<file path="config.mk">
export PLATFORM = sky130hd
export DESIGN_NAME = vidbus_decoder
export DESIGN_NICKNAME = d
export VERILOG_FILES = /design/src/rtl/vb_pkg.sv /design/src/rtl/vb_addr_decode.sv /design/src/rtl/vb_resp_mux.sv /design/src/rtl/vb_wait_timer.sv /design/src/rtl/vidbus_decoder.sv
export SDC_FILE = /design/constraint.sdc
export NUM_CORES = 1
export LEC_CHECK = 0
export BUFFER_PORTS_ARGS = -buffer_cell sky130_fd_sc_hd__buf_2
export CAP_MARGIN = 25
export CORE_MARGIN = 8
export CORE_UTILIZATION = 23
export DETAILED_ROUTE_END_ITERATION = 10
export MAX_ROUTING_LAYER = met4
export PLACE_DENSITY = 0.6
export SETUP_SLACK_MARGIN = 0.3
export SLEW_MARGIN = 20
export SYNTH_ARGS = -nofsm -noshare
export SYNTH_HDL_FRONTEND = slang
export SYNTH_SLANG_ARGS = --single-unit
</file>
<file path="constraint.sdc">
create_clock -name clk -period 1.87 [get_ports clk]
set_clock_uncertainty 0.1 [all_clocks]
set_input_delay 0.374 -clock clk [delete_from_list [all_inputs] [get_ports clk]]
set_output_delay 0.374 -clock clk [all_outputs]
set_load 0.01 [all_outputs]
</file>
<file path="src/rtl/vb_pkg.sv">
package vb_pkg;
    localparam int NUM_RGN  = 4;
    localparam int RGN_CRAM = 0;
    localparam int RGN_URAM = 1;
    localparam int RGN_CFG  = 2;
    localparam int RGN_IO   = 3;
    localparam int VID_W    = 8;
    localparam logic [VID_W-1:0] VID_ROOT = '1;

    typedef enum logic {
        PH_IDLE,
        PH_WAIT
    } phase_e;
endpackage

</file>
<file path="src/rtl/vb_addr_decode.sv">
module vb_addr_decode
    import vb_pkg::*;
#(
    parameter int          RAM_AW    = 20,
    parameter int          OFF_W     = 20,
    parameter int          CFG_OFF_W = 8,
    parameter int          IO_OFF_W  = 16,
    parameter logic [31:0] CRAM_BASE = 32'h8000_0000,
    parameter logic [31:0] URAM_BASE = 32'hA000_0000,
    parameter logic [7:0]  CFG_TAG   = 8'hBE,
    parameter logic [7:0]  IO_TAG    = 8'hBF
) (
    input  logic [31:0]        addr,
    output logic               hit,
    output logic [NUM_RGN-1:0] sel,
    output logic [VID_W-1:0]   vid,
    output logic [OFF_W-1:0]   off
);
    logic [VID_W-1:0] addr_vid;
    logic             vid_ok;
    logic             cfg_pad_zero;

    assign addr_vid     = addr[23:16];
    assign vid_ok       = (addr_vid != VID_ROOT);
    assign cfg_pad_zero = (addr[15:CFG_OFF_W] == '0);

    always_comb begin
        sel = '0;
        vid = '0;
        off = '0;
        if (addr[31:RAM_AW] == CRAM_BASE[31:RAM_AW]) begin
            sel[RGN_CRAM] = 1'b1;
            off           = OFF_W'(addr[RAM_AW-1:0]);
        end else if (addr[31:RAM_AW] == URAM_BASE[31:RAM_AW]) begin
            sel[RGN_URAM] = 1'b1;
            off           = OFF_W'(addr[RAM_AW-1:0]);
        end else if (addr[31:24] == CFG_TAG) begin
            if (vid_ok && cfg_pad_zero) begin
                sel[RGN_CFG] = 1'b1;
                vid          = addr_vid;
                off          = OFF_W'(addr[CFG_OFF_W-1:0]);
            end
        end else if (addr[31:24] == IO_TAG) begin
            if (vid_ok) begin
                sel[RGN_IO] = 1'b1;
                vid         = addr_vid;
                off         = OFF_W'(addr[IO_OFF_W-1:0]);
            end
        end
        hit = |sel;
    end
endmodule

</file>
<file path="src/rtl/vb_resp_mux.sv">
module vb_resp_mux
    import vb_pkg::*;
#(
    parameter int DATA_W = 32
) (
    input  logic [NUM_RGN-1:0]        sel,
    input  logic [NUM_RGN-1:0]        ack,
    input  logic [NUM_RGN*DATA_W-1:0] rdata_in,
    output logic                      hit,
    output logic [DATA_W-1:0]         rdata_out
);
    logic [NUM_RGN-1:0]  taken;
    logic [DATA_W-1:0]   masked [NUM_RGN];

    for (genvar r = 0; r < NUM_RGN; r++) begin : g_rgn
        assign taken[r]  = sel[r] & ack[r];
        assign masked[r] = rdata_in[r*DATA_W +: DATA_W] & {DATA_W{taken[r]}};
    end

    always_comb begin
        rdata_out = '0;
        for (int r = 0; r < NUM_RGN; r++) begin
            rdata_out = rdata_out | masked[r];
        end
    end

    assign hit = |taken;
endmodule

</file>
<file path="src/rtl/vb_wait_timer.sv">
module vb_wait_timer #(
    parameter int LIMIT = 8
) (
    input  logic clk,
    input  logic rst_n,
    input  logic clear,
    input  logic run,
    output logic expired
);
    localparam int CNT_W = $clog2(LIMIT) + 1;
    localparam logic [CNT_W-1:0] LAST = CNT_W'(LIMIT - 1);

    logic [CNT_W-1:0] cnt_d, cnt_q;

    always_comb begin
        cnt_d = cnt_q;
        if (clear) begin
            cnt_d = '0;
        end else if (run && cnt_q != LAST) begin
            cnt_d = cnt_q + 1'b1;
        end
    end

    always_ff @(posedge clk) begin
        if (!rst_n) begin
            cnt_q <= '0;
        end else begin
            cnt_q <= cnt_d;
        end
    end

    assign expired = run && (cnt_q == LAST);
endmodule

</file>
<file path="src/rtl/vidbus_decoder.sv">
module vidbus_decoder
    import vb_pkg::*;
#(
    parameter int DATA_W      = 32,
    parameter int RAM_AW      = 20,
    parameter int OFF_W       = 20,
    parameter int TIMEOUT_CYC = 8
) (
    input  logic                      clk,
    input  logic                      rst_n,
    input  logic                      cpu_req,
    input  logic                      cpu_we,
    input  logic [31:0]               cpu_addr,
    input  logic [DATA_W-1:0]         cpu_wdata,
    input  logic [DATA_W/8-1:0]       cpu_be,
    output logic                      cpu_ready,
    output logic                      cpu_ack,
    output logic [DATA_W-1:0]         cpu_rdata,
    output logic [NUM_RGN-1:0]        tgt_sel,
    output logic                      tgt_we,
    output logic [VID_W-1:0]          tgt_vid,
    output logic [OFF_W-1:0]          tgt_off,
    output logic [DATA_W-1:0]         tgt_wdata,
    output logic [DATA_W/8-1:0]       tgt_be,
    input  logic [NUM_RGN-1:0]        tgt_ack,
    input  logic [NUM_RGN*DATA_W-1:0] tgt_rdata
);
    localparam int BE_W = DATA_W / 8;

    typedef struct packed {
        phase_e               phase;
        logic [NUM_RGN-1:0]   sel;
        logic                 we;
        logic [VID_W-1:0]     vid;
        logic [OFF_W-1:0]     off;
        logic [DATA_W-1:0]    wdata;
        logic [BE_W-1:0]      be;
        logic                 ack;
        logic [DATA_W-1:0]    rdata;
    } state_t;

    state_t st_d, st_q;

    logic               dec_hit;
    logic [NUM_RGN-1:0] dec_sel;
    logic [VID_W-1:0]   dec_vid;
    logic [OFF_W-1:0]   dec_off;
    logic               mux_hit;
    logic [DATA_W-1:0]  mux_rdata;
    logic               accept;
    logic               expired;

    vb_addr_decode #(
        .RAM_AW (RAM_AW),
        .OFF_W  (OFF_W)
    ) u_decode (
        .addr (cpu_addr),
        .hit  (dec_hit),
        .sel  (dec_sel),
        .vid  (dec_vid),
        .off  (dec_off)
    );

    vb_resp_mux #(
        .DATA_W (DATA_W)
    ) u_mux (
        .sel       (st_q.sel),
        .ack       (tgt_ack),
        .rdata_in  (tgt_rdata),
        .hit       (mux_hit),
        .rdata_out (mux_rdata)
    );

    vb_wait_timer #(
        .LIMIT (TIMEOUT_CYC)
    ) u_timer (
        .clk     (clk),
        .rst_n   (rst_n),
        .clear   (accept),
        .run     (st_q.phase == PH_WAIT),
        .expired (expired)
    );

    assign cpu_ready = (st_q.phase == PH_IDLE) && !st_q.ack;
    assign accept    = cpu_req && cpu_ready;

    always_comb begin
        st_d     = st_q;
        st_d.ack = 1'b0;
        unique case (st_q.phase)
            PH_IDLE: begin
                if (accept) begin
                    if (dec_hit) begin
                        st_d.phase = PH_WAIT;
                        st_d.sel   = dec_sel;
                        st_d.vid   = dec_vid;
                        st_d.off   = dec_off;
                        st_d.we    = cpu_we;
                        st_d.wdata = cpu_wdata;
                        st_d.be    = cpu_be;
                    end else begin
                        st_d.ack   = 1'b1;
                        st_d.rdata = '1;
                    end
                end
            end
            PH_WAIT: begin
                if (mux_hit) begin
                    st_d.phase = PH_IDLE;
                    st_d.sel   = '0;
                    st_d.ack   = 1'b1;
                    st_d.rdata = mux_rdata;
                end else if (expired) begin
                    st_d.phase = PH_IDLE;
                    st_d.sel   = '0;
                    st_d.ack   = 1'b1;
                    st_d.rdata = '1;
                end
            end
            default: st_d.phase = PH_IDLE;
        endcase
    end

    always_ff @(posedge clk) begin
        if (!rst_n) begin
            st_q       <= '0;
            st_q.phase <= PH_IDLE;
            st_q.rdata <= '1;
        end else begin
            st_q <= st_d;
        end
    end

    assign cpu_ack   = st_q.ack;
    assign cpu_rdata = st_q.rdata;
    assign tgt_sel   = st_q.sel;
    assign tgt_we    = st_q.we;
    assign tgt_vid   = st_q.vid;
    assign tgt_off   = st_q.off;
    assign tgt_wdata = st_q.wdata;
    assign tgt_be    = st_q.be;
endmodule

</file>
==> results of run 1 <==
-- Yosys cell counts, drive strengths merged --
library cell	count	area, um2
buf	19	96.34
and4	1	8.760
nor4	3	18.77
o21ai	2	13.76
clkbuf	32	121.4
ha	1	12.51
and3	46	287.8
o31ai	1	21.27
nand3b	1	7.510
a2bb2oi	32	280.3
nand4b	1	8.760
nor2	7	26.28
inv	1	3.750
nor3	4	20.02
a31oi	1	6.260
and4b	1	10.01
or2	2	12.51
a21boi	47	352.8
a22oi	2	15.01
nand3	4	20.02
o21a	46	345.3
a31o	1	8.760
a32o	3	30.03
a21oi	5	25.02
a22o	52	455.4
and2	5	31.28
nor2b	1	6.260
nand2	9	33.78
nor4b	1	15.01
nand4	2	12.51
nand2b	1	6.260
or3	2	17.52
xor2	1	8.760
dfxtp	107	2142
a221oi	32	280.3
-- flip-flops by register name, indices dropped and copies added (netlist names) --
| name | flops |
|---|---|
| tgt_vid | 8 |
| tgt_we | 1 |
| st_q | 1 |
| cpu_ack | 1 |
| tgt_wdata | 32 |
| cpu_rdata | 32 |
| u_timer.cnt_q | 4 |
| tgt_be | 4 |
| tgt_sel | 4 |
| tgt_off | 20 |
-- worst register-to-register path, delay by kind of cell (launching register included) --
kind                       cells  cell delay, ns
and+or+nand+nor                2            0.24
buffers and inverters          1            0.25
adders and majority gates      1            0.20
AOI/OAI and AO/OA              3            0.51
DFF                            1            0.36
-- stage by stage --
| step | power [uW] | instance area (um2) | setup WS, ns | TNS, ns |
|---|---|---|---|---|
| CTS | 4829 | 7616 | 0.08802 | 0 |
| global route | 4972 | 7849 | 0.0003042 | 0 |
| global placement | 2763 | 6912 | -0.3287 | -29.54 |
| floorplan | 2459 | 4855 | 0.04972 | 0 |
| finish | 4771 | 7849 | 0.04825 | 0 |
| detailed placement | 2765 | 6912 | -0.3615 | -32.49 |
-- area by class of cell --
cell class              count  share of cell area, %
clock inverters             7                  1.052
repair buffers            366                  30.56
flip-flops and latches    107                  27.32
multi-input cells         317                  33.81
diodes                      1                0.03188
well taps                 270                  4.304
clock buffers               9                  2.869
inverters                   1                0.04782
-- repair_timing --
item | 4_1_cts | 5_1_grt
buffers inserted | 7 | 0
hold buffers | 0 | 0
gates cloned | 6 | 4
pin swaps | 22 | 13
setup endpoints to repair | 103 | 104
resized for setup | 33 | 34
-- cells by family after synthesis --
group                      synth area share (%)
and+or+nand+nor                           11.40
AOI/OAI and AO/OA                         38.52
DFF                                       44.98
xor gates and xnor gates                 0.1840
buffers and inverters                     4.650
adders and majority gates                0.2627
-- power by group through the flow --
stage	combinational, uW	clock, uW	sequential [uW]
6_report	480	2010	2280
4_1_cts	451	2100	2280
3_3_place_gp	429	0	2330
3_5_place_dp	431	0	2330
2_1_floorplan	123	0	2340
5_1_grt	519	2170	2280
-- layout by cell type, fill, tap and decap left out, drive strengths merged, types with 2 or more instances in the layout --
cell type,count
nor2,7
o21a,46
a21oi,5
a2bb2oi,32
nor4,3
a32o,3
a22o,52
and2,5
nand3,4
buf,362
and3,46
a21boi,47
nand4,2
a221oi,32
inv,4
clkinv,2
or3,2
nand2,9
or2,2
nor3,4
dfxtp,107
o21ai,2
clkbuf,13
a22oi,2
-- worst paths after layout --
kind / endpoint
max: cpu_rdata[19]$_SDFFE_PN1P_
min: tgt_vid[6]$_SDFFE_PN0P_
max reg2reg: cpu_rdata[10]$_SDFFE_PN1P_
min reg2reg: tgt_off[17]$_SDFFE_PN0P_
-- routing by layer --
metal / GRT usage (%) / vias up
li1: - / 2513
met1: 18.27 / 2431
met2: 26.36 / 232
met3: 4.422 / 19
met4: 3.101 / 0
met5: - / -
==> impl_metrics.tcl, run 1 <==
set metrics [dict create \
    avgRoutedWirePerCell_um 19.48 \
    slew_headroom_pct 64.31 \
    drv_slew 0 \
    ff_latch_area_um2 2145 \
    start_util_pct 23.46 \
    grt_util_all_layers_pct 15.61 \
    path_clk_slew_ns 0.08 \
    finalHoldViolCount 0 \
    ys_types 40 \
    fin_nets 1007 \
    power_density_nw_per_um2 607.9 \
    setup.worst_path.start "cpu_addr[30]" \
    dp_hpwl_um 14990 \
    finish.utilization_pct 38.66 \
    end_kind "flip-flop" \
    crit_fanout 15 \
    core-area_um2 20300 \
    period_share_pct 97.42 \
    dr_wl_met3_um 1484 \
    h-tree-depth 3 \
    p_comb_share_pct 10.1 \
    ir_drop_mv 0.3889 \
    antenna_left 0 \
    wirelength_um 21000 \
    vias 5195 \
    period_minus_slack_ns 1.822 \
    status "complete, no violations" \
    wl_met1_um 9040 \
    worstSkewPairLatency_ns 0.35 \
    drive_above_1_share_pct 53.66 \
    die_area_um2 25560 \
    multi_input_area_um2 2654 \
    slowest_stage "or3_4" \
    num_rows 52 \
    holdWs_ns 0.1743 \
    yosysWarningCount 0 \
    tightest_slew_ns 0.5331 \
    synth_area_um2 4762 \
    grt_pass1_vias 5280 \
    clockPowerShare_pct 42.1 \
    clockBufferDepth 2 \
    syn_inst 476 \
    die_h_um 159.9 \
    p_sw_share_pct 24.29 \
    syn_to_final_growth_pct 64.82 \
    avgSynthCellArea_um2 10.00 \
    cp_num_buf_inv 4 \
    cts_tree "done" \
    root_buffer "clkbuf_16" \
    overflow 0 \
    grt_antenna_before_repair 3 \
    cp.depth 9 \
    yosysSeqAreaShare_pct 44.98 \
    drt-pass1-iter-count 4 \
    hold_depth 2 \
    dp.cells 1044 \
    highest_layer "met4" \
    cts_made_buffers 9 \
    synth_fp_nets 681 \
    setup_viol 0 \
    place_congestion 0.7892 \
    r2r_cells 7 \
    cts_sinks 107 \
    fin_cells 1078 \
    netSwitchingPower_uw 1159 \
    portBuffers 306 \
    maxCapViolCount 0 \
    drc 0 \
    cp.required_ns 2.00 \
    p_seq_share_pct 47.8 \
    hp-class "primary input to flip-flop" \
    ys_ff_latch 107 \
    cp_cell_sequence "buf_6 -> nand2b_4 -> or3_4 -> o31ai_4 -> buf_12 -> buf_8 -> o21ai_4 -> clkbuf_16 -> a2bb2oi_1" \
    viasPerCell 4.819 \
    first_iter_violations 303 \
    arrival_ns 1.95 \
    rr_startpoint "u_timer.cnt_q[1]$_SDFFE_PP0P_" \
    fill_cells 2073 \
    pin_count 307 \
    intPower_uw 3612 \
    fp.dieW_um 159.9 \
    rsz0062_at_grt "yes" \
    reg2reg_setup_slack_ns 0.14 \
    hp-start "cpu_addr[22]" \
    path_class "primary input to flip-flop" \
    grt_max_degree 44 \
    wl_met2_um 10250 \
    grt_pass1_wl_um 31020 \
    max_stage_delay_ns 0.34 \
    start_kind "primary input" \
    max_freq_ghz 0.5489 \
    leakage_uw 0.003587 \
    critPathTopFamily "buffers and inverters" \
]
Power figures use the tool's default switching activity.
==> run 2: changes to the inputs <==
ABC_AREA = 1   (was default)
PLACE_DENSITY = 0.59   (was 0.6)
==> impl_metrics.tcl, run 2 <==
set metrics [dict create \
    arrival_ns 1.72 \
    antenna_left 0 \
    yosys.area.top_type "dfxtp_1" \
    crit_fanout 12 \
    core-area_um2 21760 \
    die_area_um2 27100 \
    yosysTopAreaCellShare_pct 42.17 \
    vias 6139 \
    rr_startpoint "u_timer.cnt_q[0]$_SDFFE_PP0P_" \
    hp-class "primary input to flip-flop" \
    dp_hpwl_um 16190 \
    grt_util_all_layers_pct 15.26 \
    synth_edf_count 0 \
    reg2reg_setup_slack_ns 0.28 \
    fp.dieW_um 164.6 \
    leakage_uw 0.003519 \
    cts_sinks 107 \
    root_buffer "clkbuf_16" \
    synth_area_leaders "dfxtp_1 (42%), nand2_1 (17%), nand3_1 (12%)" \
    num_rows 54 \
    place_area_um2 6917 \
    avgSynthCellArea_um2 6.921 \
    worstSkewPairLatency_ns 0.35 \
    tightest_slew_ns 0.4636 \
    start_util_pct 23.35 \
    end_kind "flip-flop" \
    ys_ff_latch 107 \
    drt-pass1-iter-count 4 \
    layout_common_cells "buf_2 (306), nand2_1 (218), nand3_1 (118)" \
    synth_fp_nets 939 \
    cts_made_buffers 9 \
    clockBufferDepth 2 \
    holdPathEnd "tgt_off[5]$_SDFFE_PN0P_" \
    period_minus_slack_ns 1.592 \
    path_clk_slew_ns 0.08 \
    wirelength_um 22150 \
    grt_antenna_before_repair 2 \
    syn_to_final_growth_pct 48.82 \
    pin_count 307 \
    rsz0062_at_grt "yes" \
    overflow 0 \
    r2r_cells 9 \
    path_class "flip-flop to flip-flop" \
    dp.cells 1284 \
    drive_above_1_share_pct 38.64 \
    cts_tree "done" \
    maxCapViolCount 0 \
    ir_drop_mv 0.3303 \
    worstReg2RegEnd "cpu_rdata[22]$_SDFFE_PN1P_" \
    status "complete, no violations" \
    start_kind "flip-flop" \
    final_common_cell "buf_2" \
    postCtsHoldBufs 0 \
    grt_pass1_vias 5960 \
    totalPowerFinal_uw 4805 \
    grt_max_degree 66 \
    period_share_pct 85.14 \
    cp.required_ns 2.00 \
    finalHoldViolCount 0 \
    synth-async-reset-ratio_pct 0 \
    fin_nets 1230 \
    die_h_um 164.6 \
    h-tree-depth 3 \
    fin_setup_tns_ns 0 \
    hp-start "cpu_addr[5]" \
    grt_pass1_wl_um 32150 \
    power_density_nw_per_um2 635.6 \
    synth.most_common_cell "nand2_1" \
    yosysWarningCount 0 \
    syn_inst 734 \
    avgRoutedWirePerCell_um 16.88 \
    setup.worst_path.start "u_timer.cnt_q[0]$_SDFFE_PP0P_" \
    design_area_um2 7560 \
    yosysSeqAreaShare_pct 42.17 \
    synth_area_um2 5080 \
    ys_types 30 \
    max_freq_ghz 0.6281 \
    hold_depth 3 \
    setup_viol 0 \
    place_congestion 0.8181 \
    finish.utilization_pct 34.75 \
    slew_headroom_pct 69.05 \
    portBuffers 306 \
    fin_cells 1312 \
    first_iter_violations 449 \
    synth_common_cells "nand2_1 (224), nand3_1 (119), a21oi_1 (109)" \
    synth_ff_type "dfxtp_1" \
    drv_slew 0 \
    viasPerCell 4.679 \
    drc 0 \
]
run 2: cell types whose count changed after synthesis, moves of 45 or more:
cell,change
nand3_1,+115
and3_1,-46
o21a_1,-45
nand2_1,+215
a21oi_1,+104
a21boi_0,-47
a22o_1,-52
run 2: report_power, final:
part	leakage, uW	switching [uW]	internal [uW]
clock network	0.000140	961	939
registers	0.000871	26.6	2320
logic	0.00251	294	261
total	0.00352	1280	3520
run 2: worst max-delay path by stage:
stage | endpoint | slack, ns | cells after the start
global placement | tgt_wdata[18]$_SDFFE_PN0P_ | 0.001 | 9
detailed placement | tgt_wdata[8]$_SDFFE_PN0P_ | -0.01 | 9
global route | cpu_rdata[19]$_SDFFE_PN1P_ | 0.18 | 9
floorplan | cpu_rdata[11]$_SDFFE_PN1P_ | 0.30 | 11
CTS | cpu_rdata[24]$_SDFFE_PN1P_ | 0.28 | 8
finish | cpu_rdata[22]$_SDFFE_PN1P_ | 0.28 | 9
run 2: stage by stage:
step                      setup slack, ns  hold slack [ns]
after global routing               0.1782           0.1545
after CTS                          0.2779           0.1331
after global placement           0.001433           0.3447
after floorplan                    0.3002           0.3574
final                              0.2780           0.1560
after detailed placement         -0.01173           0.3488
run 2: repair_timing:
action,4_1_cts,5_1_grt
pin swaps,2,8
endpoints found under the setup margin,74,90
resized for setup,16,34
gates cloned,0,5
setup buffers,2,3
run 2: worst max-delay path, stage by stage (launching register included):
cell and delay (ns):
dfxtp_2 0.36, ha_4 0.15, nand2_2 0.07, nor2_4 0.11, nand2_4 0.08, a21oi_4 0.18
inv_4 0.09, clkbuf_16 0.18, nand3_1 0.08, nand4_1 0.06
run 2: kinds of logic after synthesis:
logic type | share of synthesized area (%)
DFF | 42.17
adders and majority gates | 0.2463
xor gates and xnor gates | 0.1724
buffers and inverters | 7.463
AOI/OAI and AO/OA | 13.15
and+or+nand+nor | 36.80
run 2: routing by layer:
| metal | global-route usage [%] | up-vias | share of wire [%] | routed length, um |
|---|---|---|---|---|
| met1 | 19.82 | 2799 | 46 | 10100 |
| met2 | 23.40 | 260 | 46 | 10120 |
| met5 | - | - | 0 | 0 |
| met3 | 3.639 | 16 | 7.7 | 1711 |
| li1 | - | 3064 | - | - |
| met4 | 4.013 | 0 | 1.0 | 222 |
run 2: final cells by class:
| type | instances | area, um2 |
|---|---|---|
| repair buffers | 336 | 2006 |
| well taps | 280 | 350.3 |
| diodes | 2 | 5.005 |
| multi-input cells | 553 | 2691 |
| fillers | 2401 | 14200 |
| clock buffers | 10 | 229.0 |
| flip-flops and latches | 107 | 2148 |
| clock inverters | 6 | 55.05 |
| inverters | 18 | 75.07 |
